===== config.mk =====
export PLATFORM = sky130hd
export DESIGN_NAME = de_sync_rebuild
export DESIGN_NICKNAME = d
export VERILOG_FILES = /design/src/rtl/drs_pkg.sv /design/src/rtl/drs_hcount.sv /design/src/rtl/drs_vcount.sv /design/src/rtl/drs_outstage.sv /design/src/rtl/de_sync_rebuild.sv
export SDC_FILE = /design/constraint.sdc
export NUM_CORES = 1
export LEC_CHECK = 0
export ABC_AREA = 1
export ABC_CLOCK_PERIOD_IN_PS = 2950
export CAP_MARGIN = 10
export CORE_MARGIN = 2
export CORE_UTILIZATION = 40
export CTS_CLUSTER_DIAMETER = 150
export DETAILED_ROUTE_END_ITERATION = 8
export GPL_TIMING_DRIVEN = 0
export SLEW_MARGIN = 15
export SYNTH_ARGS = -nofsm -noshare
export SYNTH_HDL_FRONTEND = slang
export SYNTH_SLANG_ARGS = --single-unit

===== constraint.sdc =====
create_clock -name clk -period 2.95 [get_ports clk]
set_input_delay 0.59 -clock clk [delete_from_list [all_inputs] [get_ports clk]]
set_output_delay 0.59 -clock clk [all_outputs]
set_load 0.01 [all_outputs]

===== src/rtl/drs_pkg.sv =====
package drs_pkg;
  localparam int unsigned PIX_CHANNELS = 3;

  function automatic int unsigned cnt_w(input int unsigned n);
    return (n < 2) ? 1 : $clog2(n);
  endfunction
endpackage


===== src/rtl/drs_hcount.sv =====
module drs_hcount #(
  parameter int unsigned H_TOTAL = 864,
  parameter int unsigned HW      = 10
) (
  input  logic          clk,
  input  logic          rst,
  input  logic          de_i,
  output logic          rise_o,
  output logic          wrap_o,
  output logic [HW-1:0] h_cnt_o
);
  localparam logic [HW-1:0] H_LAST = HW'(H_TOTAL - 1);

  logic de_q;

  always_ff @(posedge clk) begin
    if (rst) de_q <= 1'b0;
    else     de_q <= de_i;
  end

  assign rise_o = de_i & ~de_q;
  assign wrap_o = (h_cnt_o == H_LAST);

  always_ff @(posedge clk) begin
    if (rst)                  h_cnt_o <= '0;
    else if (rise_o || wrap_o) h_cnt_o <= '0;
    else                      h_cnt_o <= h_cnt_o + HW'(1);
  end

  // position never leaves the line
  a_r2_in_line: assert property (@(posedge clk) disable iff (rst) h_cnt_o <= H_LAST);
  // free running step between realignments
  a_r2_step: assert property (@(posedge clk) disable iff (rst)
    (!rise_o && !wrap_o) |=> (h_cnt_o == $past(h_cnt_o) + HW'(1)));
  // wrap returns to zero
  a_r2_wrap_zero: assert property (@(posedge clk) disable iff (rst) wrap_o |=> (h_cnt_o == '0));
  // first active pixel forces the position to zero
  a_r4_first_pixel: assert property (@(posedge clk) disable iff (rst) rise_o |=> (h_cnt_o == '0));
endmodule


===== src/rtl/drs_vcount.sv =====
module drs_vcount #(
  parameter int unsigned V_TOTAL    = 625,
  parameter int unsigned IDLE_LIMIT = 144,
  parameter int unsigned VW         = 10
) (
  input  logic          clk,
  input  logic          rst,
  input  logic          de_i,
  input  logic          rise_i,
  input  logic          wrap_i,
  output logic [VW-1:0] v_cnt_o
);
  localparam int unsigned    IW       = drs_pkg::cnt_w(IDLE_LIMIT + 2);
  localparam logic [IW-1:0]  IDLE_SAT = IW'(IDLE_LIMIT + 1);
  localparam logic [VW-1:0]  V_LAST   = VW'(V_TOTAL - 1);

  logic [IW-1:0] idle_cnt;
  logic          realign;

  // Counts consecutive idle clocks; parks once the run is longer than IDLE_LIMIT
  always_ff @(posedge clk) begin
    if (rst)                    idle_cnt <= '0;
    else if (de_i)              idle_cnt <= '0;
    else if (idle_cnt != IDLE_SAT) idle_cnt <= idle_cnt + IW'(1);
  end

  assign realign = rise_i && (idle_cnt == IDLE_SAT);

  always_ff @(posedge clk) begin
    if (rst)                          v_cnt_o <= '0;
    else if (realign)                 v_cnt_o <= '0;
    else if (wrap_i && v_cnt_o != V_LAST) v_cnt_o <= v_cnt_o + VW'(1);
  end

  // line counter bounded by the frame
  a_r8_line_cap: assert property (@(posedge clk) disable iff (rst) v_cnt_o <= V_LAST);
  // parked at the last line without realignment
  a_r8_hold_last: assert property (@(posedge clk) disable iff (rst)
    (wrap_i && !realign && v_cnt_o == V_LAST) |=> (v_cnt_o == V_LAST));
  // long gap followed by a pixel restarts the frame
  a_r5_realign_zero: assert property (@(posedge clk) disable iff (rst) realign |=> (v_cnt_o == '0));
  // a short gap leaves the line count alone
  a_r6_short_gap: assert property (@(posedge clk) disable iff (rst)
    (rise_i && !realign && !wrap_i) |=> $stable(v_cnt_o));
  // idle run never exceeds its parking value
  a_r6_idle_bound: assert property (@(posedge clk) disable iff (rst) idle_cnt <= IDLE_SAT);
  // one line per horizontal wrap
  a_r7_line_step: assert property (@(posedge clk) disable iff (rst)
    (wrap_i && !realign && v_cnt_o != V_LAST) |=> (v_cnt_o == $past(v_cnt_o) + VW'(1)));
endmodule


===== src/rtl/drs_outstage.sv =====
module drs_outstage #(
  parameter int unsigned DATA_W   = 8,
  parameter int unsigned HW       = 10,
  parameter int unsigned VW       = 10,
  parameter int unsigned HS_START = 732,
  parameter int unsigned HS_END   = 795,
  parameter int unsigned VS_START = 581,
  parameter int unsigned VS_END   = 585
) (
  input  logic                                      clk,
  input  logic                                      rst,
  input  logic                                      de_i,
  input  logic [DATA_W-1:0]                         luma_i,
  input  logic [HW-1:0]                             h_cnt_i,
  input  logic [VW-1:0]                             v_cnt_i,
  output logic                                      hsync_n_o,
  output logic                                      vsync_n_o,
  output logic                                      de_o,
  output logic [drs_pkg::PIX_CHANNELS*DATA_W-1:0]   rgb_o
);
  localparam int unsigned NCH = drs_pkg::PIX_CHANNELS;

  logic              de_d1;
  logic [DATA_W-1:0] luma_d1;
  logic [DATA_W-1:0] luma_q;
  logic              hs_win;
  logic              vs_win;

  // Stage 1: sample lines up with the counter value it produced
  always_ff @(posedge clk) begin
    if (rst) begin
      de_d1   <= 1'b0;
      luma_d1 <= '0;
    end else begin
      de_d1   <= de_i;
      luma_d1 <= luma_i;
    end
  end

  assign hs_win = (h_cnt_i >= HW'(HS_START)) && (h_cnt_i <= HW'(HS_END));
  assign vs_win = (v_cnt_i >= VW'(VS_START)) && (v_cnt_i <= VW'(VS_END));

  // Stage 2: all outputs registered together
  always_ff @(posedge clk) begin
    if (rst) begin
      hsync_n_o <= 1'b1;
      vsync_n_o <= 1'b1;
      de_o      <= 1'b0;
      luma_q    <= '0;
    end else begin
      hsync_n_o <= ~hs_win;
      vsync_n_o <= ~vs_win;
      de_o      <= de_d1;
      luma_q    <= luma_d1;
    end
  end

  for (genvar ch = 0; ch < NCH; ch++) begin : g_chan
    assign rgb_o[ch*DATA_W +: DATA_W] = luma_q;
  end

  // first cycle after reset shows idle outputs
  a_r1_reset_idle: assert property (@(posedge clk) $past(rst) |-> (hsync_n_o && vsync_n_o && !de_o));
  // output pixel is the input sample two clocks back
  a_r9_de_delay: assert property (@(posedge clk) disable iff (rst) de_o |-> $past(de_i, 2));
  a_r9_luma_delay: assert property (@(posedge clk) disable iff (rst)
    de_o |-> (rgb_o[DATA_W-1:0] == $past(luma_i, 2)));
endmodule


===== src/rtl/de_sync_rebuild.sv =====
module de_sync_rebuild #(
  parameter int unsigned DATA_W   = 8,
  parameter int unsigned H_TOTAL  = 864,
  parameter int unsigned H_ACTIVE = 720,
  parameter int unsigned HS_START = 732,
  parameter int unsigned HS_END   = 795,
  parameter int unsigned V_TOTAL  = 625,
  parameter int unsigned VS_START = 581,
  parameter int unsigned VS_END   = 585
) (
  input  logic              clk,
  input  logic              rst,
  input  logic              de_i,
  input  logic [DATA_W-1:0] luma_i,
  output logic              hsync_n_o,
  output logic              vsync_n_o,
  output logic              de_o,
  output logic [DATA_W-1:0] red_o,
  output logic [DATA_W-1:0] grn_o,
  output logic [DATA_W-1:0] blu_o
);
  localparam int unsigned IDLE_LIMIT = H_TOTAL - H_ACTIVE;
  localparam int unsigned HW         = drs_pkg::cnt_w(H_TOTAL);
  localparam int unsigned VW         = drs_pkg::cnt_w(V_TOTAL);
  localparam int unsigned NCH        = drs_pkg::PIX_CHANNELS;

  logic                    rise;
  logic                    wrap;
  logic [HW-1:0]           h_cnt;
  logic [VW-1:0]           v_cnt;
  logic [NCH*DATA_W-1:0]   rgb;

  drs_hcount #(.H_TOTAL(H_TOTAL), .HW(HW)) u_hcount (
    .clk     (clk),
    .rst     (rst),
    .de_i    (de_i),
    .rise_o  (rise),
    .wrap_o  (wrap),
    .h_cnt_o (h_cnt)
  );

  drs_vcount #(.V_TOTAL(V_TOTAL), .IDLE_LIMIT(IDLE_LIMIT), .VW(VW)) u_vcount (
    .clk     (clk),
    .rst     (rst),
    .de_i    (de_i),
    .rise_i  (rise),
    .wrap_i  (wrap),
    .v_cnt_o (v_cnt)
  );

  drs_outstage #(
    .DATA_W(DATA_W), .HW(HW), .VW(VW),
    .HS_START(HS_START), .HS_END(HS_END),
    .VS_START(VS_START), .VS_END(VS_END)
  ) u_out (
    .clk       (clk),
    .rst       (rst),
    .de_i      (de_i),
    .luma_i    (luma_i),
    .h_cnt_i   (h_cnt),
    .v_cnt_i   (v_cnt),
    .hsync_n_o (hsync_n_o),
    .vsync_n_o (vsync_n_o),
    .de_o      (de_o),
    .rgb_o     (rgb)
  );

  assign red_o = rgb[0*DATA_W +: DATA_W];
  assign grn_o = rgb[1*DATA_W +: DATA_W];
  assign blu_o = rgb[2*DATA_W +: DATA_W];
endmodule


* After elaboration in Yosys (flattened, before gate mapping)
Index checks and enable logic that the tools add are counted.
** Storage, ports and cells
- Bits in writable memories :: 0
- Output and inout bits :: 27
- Word-level logic and storage cells :: 32
- Latch bits :: 0
- Bits of input ports :: 11
- Bits in read-only memories :: 0
- Bits in registers :: 48
- Memories :: 0
** Operators by class
- Divide/modulo/power cells :: 0
- Add/subtract/negate cells :: 3
- Reductions and logical operators :: 8
- Order comparisons :: 4
- Multiplexer cells :: 0
- Multipliers :: 0
- Equal/unequal tests :: 4
- Bitwise gates (word level) :: 4
- Shift operators :: 0
** Operator list (count)
- $add A10 B1 Y10 const B :: 2
- $ge A10 B10 Y1 const B :: 2
- $le A10 B10 Y1 const B :: 2
- $eq A10 B10 Y1 const B :: 1
- $ne A10 B10 Y1 const B :: 1
- $add A8 B1 Y8 const B :: 1
- $eq A8 B8 Y1 const B :: 1
- $ne A8 B8 Y1 const B :: 1
- $reduce_or A2 Y1 :: 3
- $logic_and A1 B1 Y1 :: 4
- $not A1 Y1 :: 3
- $and A1 B1 Y1 :: 1
- $logic_or A1 B1 Y1 :: 1

* Depth between registers and ports, before layout
- Depth in word-level cells :: 4
- Mapped depth :: 9
- Gate-level depth less buffers :: 9

* By module
Synthesis repeated with hierarchy kept, for this count alone.
** Unflattened totals
- Cells, all modules :: 304
- Area, all modules :: 2254.7 um^2
** By module, submodules not included
- drs_vcount :: area an instance 983.4 um^2, instances 1, cells each 138
- drs_outstage :: area an instance 780.7 um^2, instances 1, cells each 99
- drs_hcount :: area an instance 490.5 um^2, instances 1, cells each 67

* Worst setup path after synthesis
Ideal clock, no wire load.
- Path type :: input to register
- From :: in rst
- To :: reg u_vcount.v_cnt_o[0]
- Buffers on the path :: 1
- Required time :: 2.834 ns
- Cell stages on the path :: 6
- Slack :: 1.592 ns
- Arrival :: 1.242 ns
- Cells stage by stage :: clkbuf_1 inv_1 nand2_1 nand2_1 inv_2 a21oi_1
** On the way
- Longest elaborated chain between the ends :: 1
** RTL lines
- start: declaration :: line de_sync_rebuild.sv:12 : input logic rst,
- $reduce_or A2 Y1 (no line)
- end signal: assignment :: line drs_vcount.sv:32 : else if (wrap_i && v_cnt_o != V_LAST) v_cnt_o <= v_cnt_o + VW'(1);
- end: declaration :: line drs_vcount.sv:11 : output logic [VW-1:0] v_cnt_o
No other way between the ends.
A chain may end at the register's enable or synchronous reset.

* Worst setup path after layout
- From :: in rst
- To :: reg u_vcount.v_cnt_o[1]
The elaborated chain is that of the path after synthesis.

==> impl_metrics.yaml <==
detailed_routing:
  wl_per_cell_microns: 9.66
  drtIter0Drc: 64
  antenna_left: 0
  routed_wl_microns: 4060
  firstDrtPassIters: 4
  avgViaCountPerCell: 4.43
  num_vias: 1862
  drc: 0
clock_network:
  cts_hold_buffers: 0
  clkTransAtPathRegs_ns: 0.09
  cts-resized-gates: 0
  clkLatencyLatePin_ns: 0.30
  numCtsBuffers: 5
  cts_buffer_depth: 2
  h-tree-depth: 2
  clock_sinks: 48
  cts_root_buf: "clkbuf_8"
  cts_tree: "built"
  postCtsSetupBuffers: 0
pwr:
  ir_worst_vdd_mv: 0.177
  powerDensity_mw_per_mm2: 438
  leakage_nw: 1.18
  total_power_mw: 1.26
yosys:
  synth_xor_area_share_pct: 4.60
  synthAdderAreaFrac_pct: 3.83
  avgSynthCellArea_sq_um: 7.54
  synth_compound_area_share_pct: 5.15
  synth.net_count: 321
  syn_inst: 303
  synth_area_sq_mm: 0.00228
  synth-simple-area-share_pct: 30.1
  synth_warnings: 0
  netlist-cell-type-count: 33
  synth_top_family_by_area: "simple AND/OR/NAND/NOR gates"
  synth.yosys.seq_area_share_pct: 42.1
  synth_seq_cells: 48
  synth_mux_area_share_pct: 0
sta:
  fmax_mhz: 525
  relSlewSlack_pct: 69.1
  rsz0062_at_grt: "no"
  setup_tns_ns: 0
  hold_viol_final: 0
  min_period_ns: 1.90
  drv_slew: 0
  setup_viol: 0
  fin_worst_skew_ns: 0.00844
  worst_pin_slew_ns: 0.463
  min_period_over_period_pct: 64.6
finish:
  synthToLayoutAreaGrowth_pct: 25.5
  instances_no_fill: 420
  n_fill_cell: 548
  drive_gt1_share_pct: 12.4
  multiInputGateArea_sq_um: 998
  final_common_cell: "nor2_1"
  diodes: 0
  register_area_sq_um: 961
  nets: 365
  final_cell_mix: "nor2_1 (53), nand2_1 (50), dfxtp_1 (48)"
floorplanning:
  start_util_pct: 41.5
  coreArea_sq_mm: 0.00551
  ios: 38
  die_w_microns: 79.6
  fp.dieArea_sq_mm: 0.00633
  num_rows: 27
  dieHeight_microns: 79.6
critical_path:
  slowest_delay_ns: 0.52
  critical_path_required_ns: 3.14
  worst-path-buf-inv: 4
  crit_path_end_kind: "flip-flop"
  reg2reg_from: "u_vcount.idle_cnt[0]"
  cp-start-kind: "input port"
  rrSetupSlack_ns: 1.47
  cp.depth: 7
  critPathKind: "input port to flip-flop"
  r2r_end: "u_vcount.v_cnt_o[1]"
  path_cells: "clkdlybuf4s50_1 > clkbuf_1 > inv_1 > nand2_1 > nand2_1 > inv_2 > a21oi_1"
  slowest_stage: "clkdlybuf4s50_1"
  r2r_cells: 8
  cp_top_family: "buffers and inverters"
  cp_common_cell: "nand2_1"
  cp_max_fo: 10
  arrival_ns: 2.09
global_route:
  grt_overflow: 0
  grt_pass1_vias: 1698
  grt_pass1_wl_microns: 7200
  grt_usage_pct: 14.1
  grt_max_degree: 16
  grt_antenna_before_repair: 0
worst_hold_path:
  holdPathEnd: "u_out.luma_q[6]"
  min_from: "u_out.luma_d1[6]"
  hold_depth: 2
  min_path_type: "flip-flop to flip-flop"
outcome:
  status: "finished, final reports clean"
place:
  numPortBuffers: 37
  hpwl_microns: 3130
  dpl.cell_count: 412
  place_congestion: 0.835
flow_run:
  cap_violations: 0
-- logic make-up (layout without fill, tap and decap cells) --
group           after synthesis  after routing
simple gates                147            147
compound gates               19             19
buf+inv                      70            115
flops                        48             48
fa+ha+maj                     7              7
xor+xnor                     12             12
-- synth_stat cells (all sizes together) --
cell type | instances | area [sq um]
o21bai | 1 | 7.51
o211ai | 2 | 15.0
xor2 | 9 | 78.8
ha | 7 | 87.6
nand4 | 7 | 58.8
nor3b | 2 | 15.0
inv | 50 | 188
or2 | 2 | 12.5
clkinv | 1 | 5.00
a31oi | 1 | 6.26
nand3 | 15 | 92.6
xnor2 | 3 | 26.3
nor3 | 6 | 30.0
buf | 17 | 125
a21oi | 10 | 50.1
nor4 | 1 | 6.26
nand2 | 53 | 206
o21ai | 4 | 31.3
a211oi | 1 | 7.51
nor2 | 59 | 251
clkbuf | 2 | 7.51
dfxtp | 48 | 961
nand3b | 2 | 15.0
-- worst reg2reg max path, delay by kind of cell (launching register included) --
family / cells / cell delay (ns)
compound gates: 1 / 0.06
fa+ha+maj: 1 / 0.17
buf+inv: 1 / 0.15
flops: 1 / 0.43
simple gates: 5 / 0.55
-- layer usage --
metal	up-vias	wire (microns)	global-route usage, %
met3	6	200	2.49
li1	1006	-	-
met4	0	64	5.52
met5	-	0	0
met2	36	1850	23.8
met1	814	1950	17.8
-- how the worst max path moves through the flow --
stage	slack [ns]	startpoint	end
floorplan	1.59	rst	u_vcount.v_cnt_o[0]
global placement	0.73	rst	u_vcount.v_cnt_o[1]
detailed placement	0.71	rst	u_vcount.v_cnt_o[0]
CTS	1.02	rst	u_vcount.v_cnt_o[0]
global route	0.88	rst	u_vcount.v_cnt_o[1]
finish	1.05	rst	u_vcount.v_cnt_o[1]
-- flip-flops by register name, indices dropped and copies added, names as in the netlist --
signal	cells
u_hcount.h_cnt_o	10
u_out.de_d1	1
u_out.de_o	1
u_out.hsync_n_o	1
u_out.luma_d1	8
u_out.luma_q	8
u_out.vsync_n_o	1
u_vcount.idle_cnt	8
u_vcount.v_cnt_o	10
-- layout make-up --
type                       count  share of cell area [%]
inverter                      51                    6.72
multi-input combinational    185                    34.8
buffer                        19                    4.63
timing repair buffer          37                    12.9
tap                           72                    3.14
clock buffer                   6                    2.88
clock inverter                 2                    1.35
sequential                    48                    33.5
-- where the power goes --
group / total [mW] / leakage (nW) / internal, mW / switching, mW
Clock: 0.489 / 0.0614 / 0.277 / 0.212
Combinational: 0.0947 / 0.730 / 0.0544 / 0.0403
Sequential: 0.671 / 0.391 / 0.663 / 0.00859
Total: 1.26 / 1.18 / 0.994 / 0.261
-- per-stage QoR --
step	util (%)	instance area [sq um]	worst slack [ns]	hold slack (ns)
detailed placement	49.9	2750	0.707	0.394
global route	52.1	2870	0.884	0.416
finish	52.1	2870	1.05	0.402
CTS	52.1	2870	1.02	0.403
floorplan	-	2280	1.59	0.388
global placement	49.9	2750	0.730	0.389
Power figures use the tool's default switching activity.
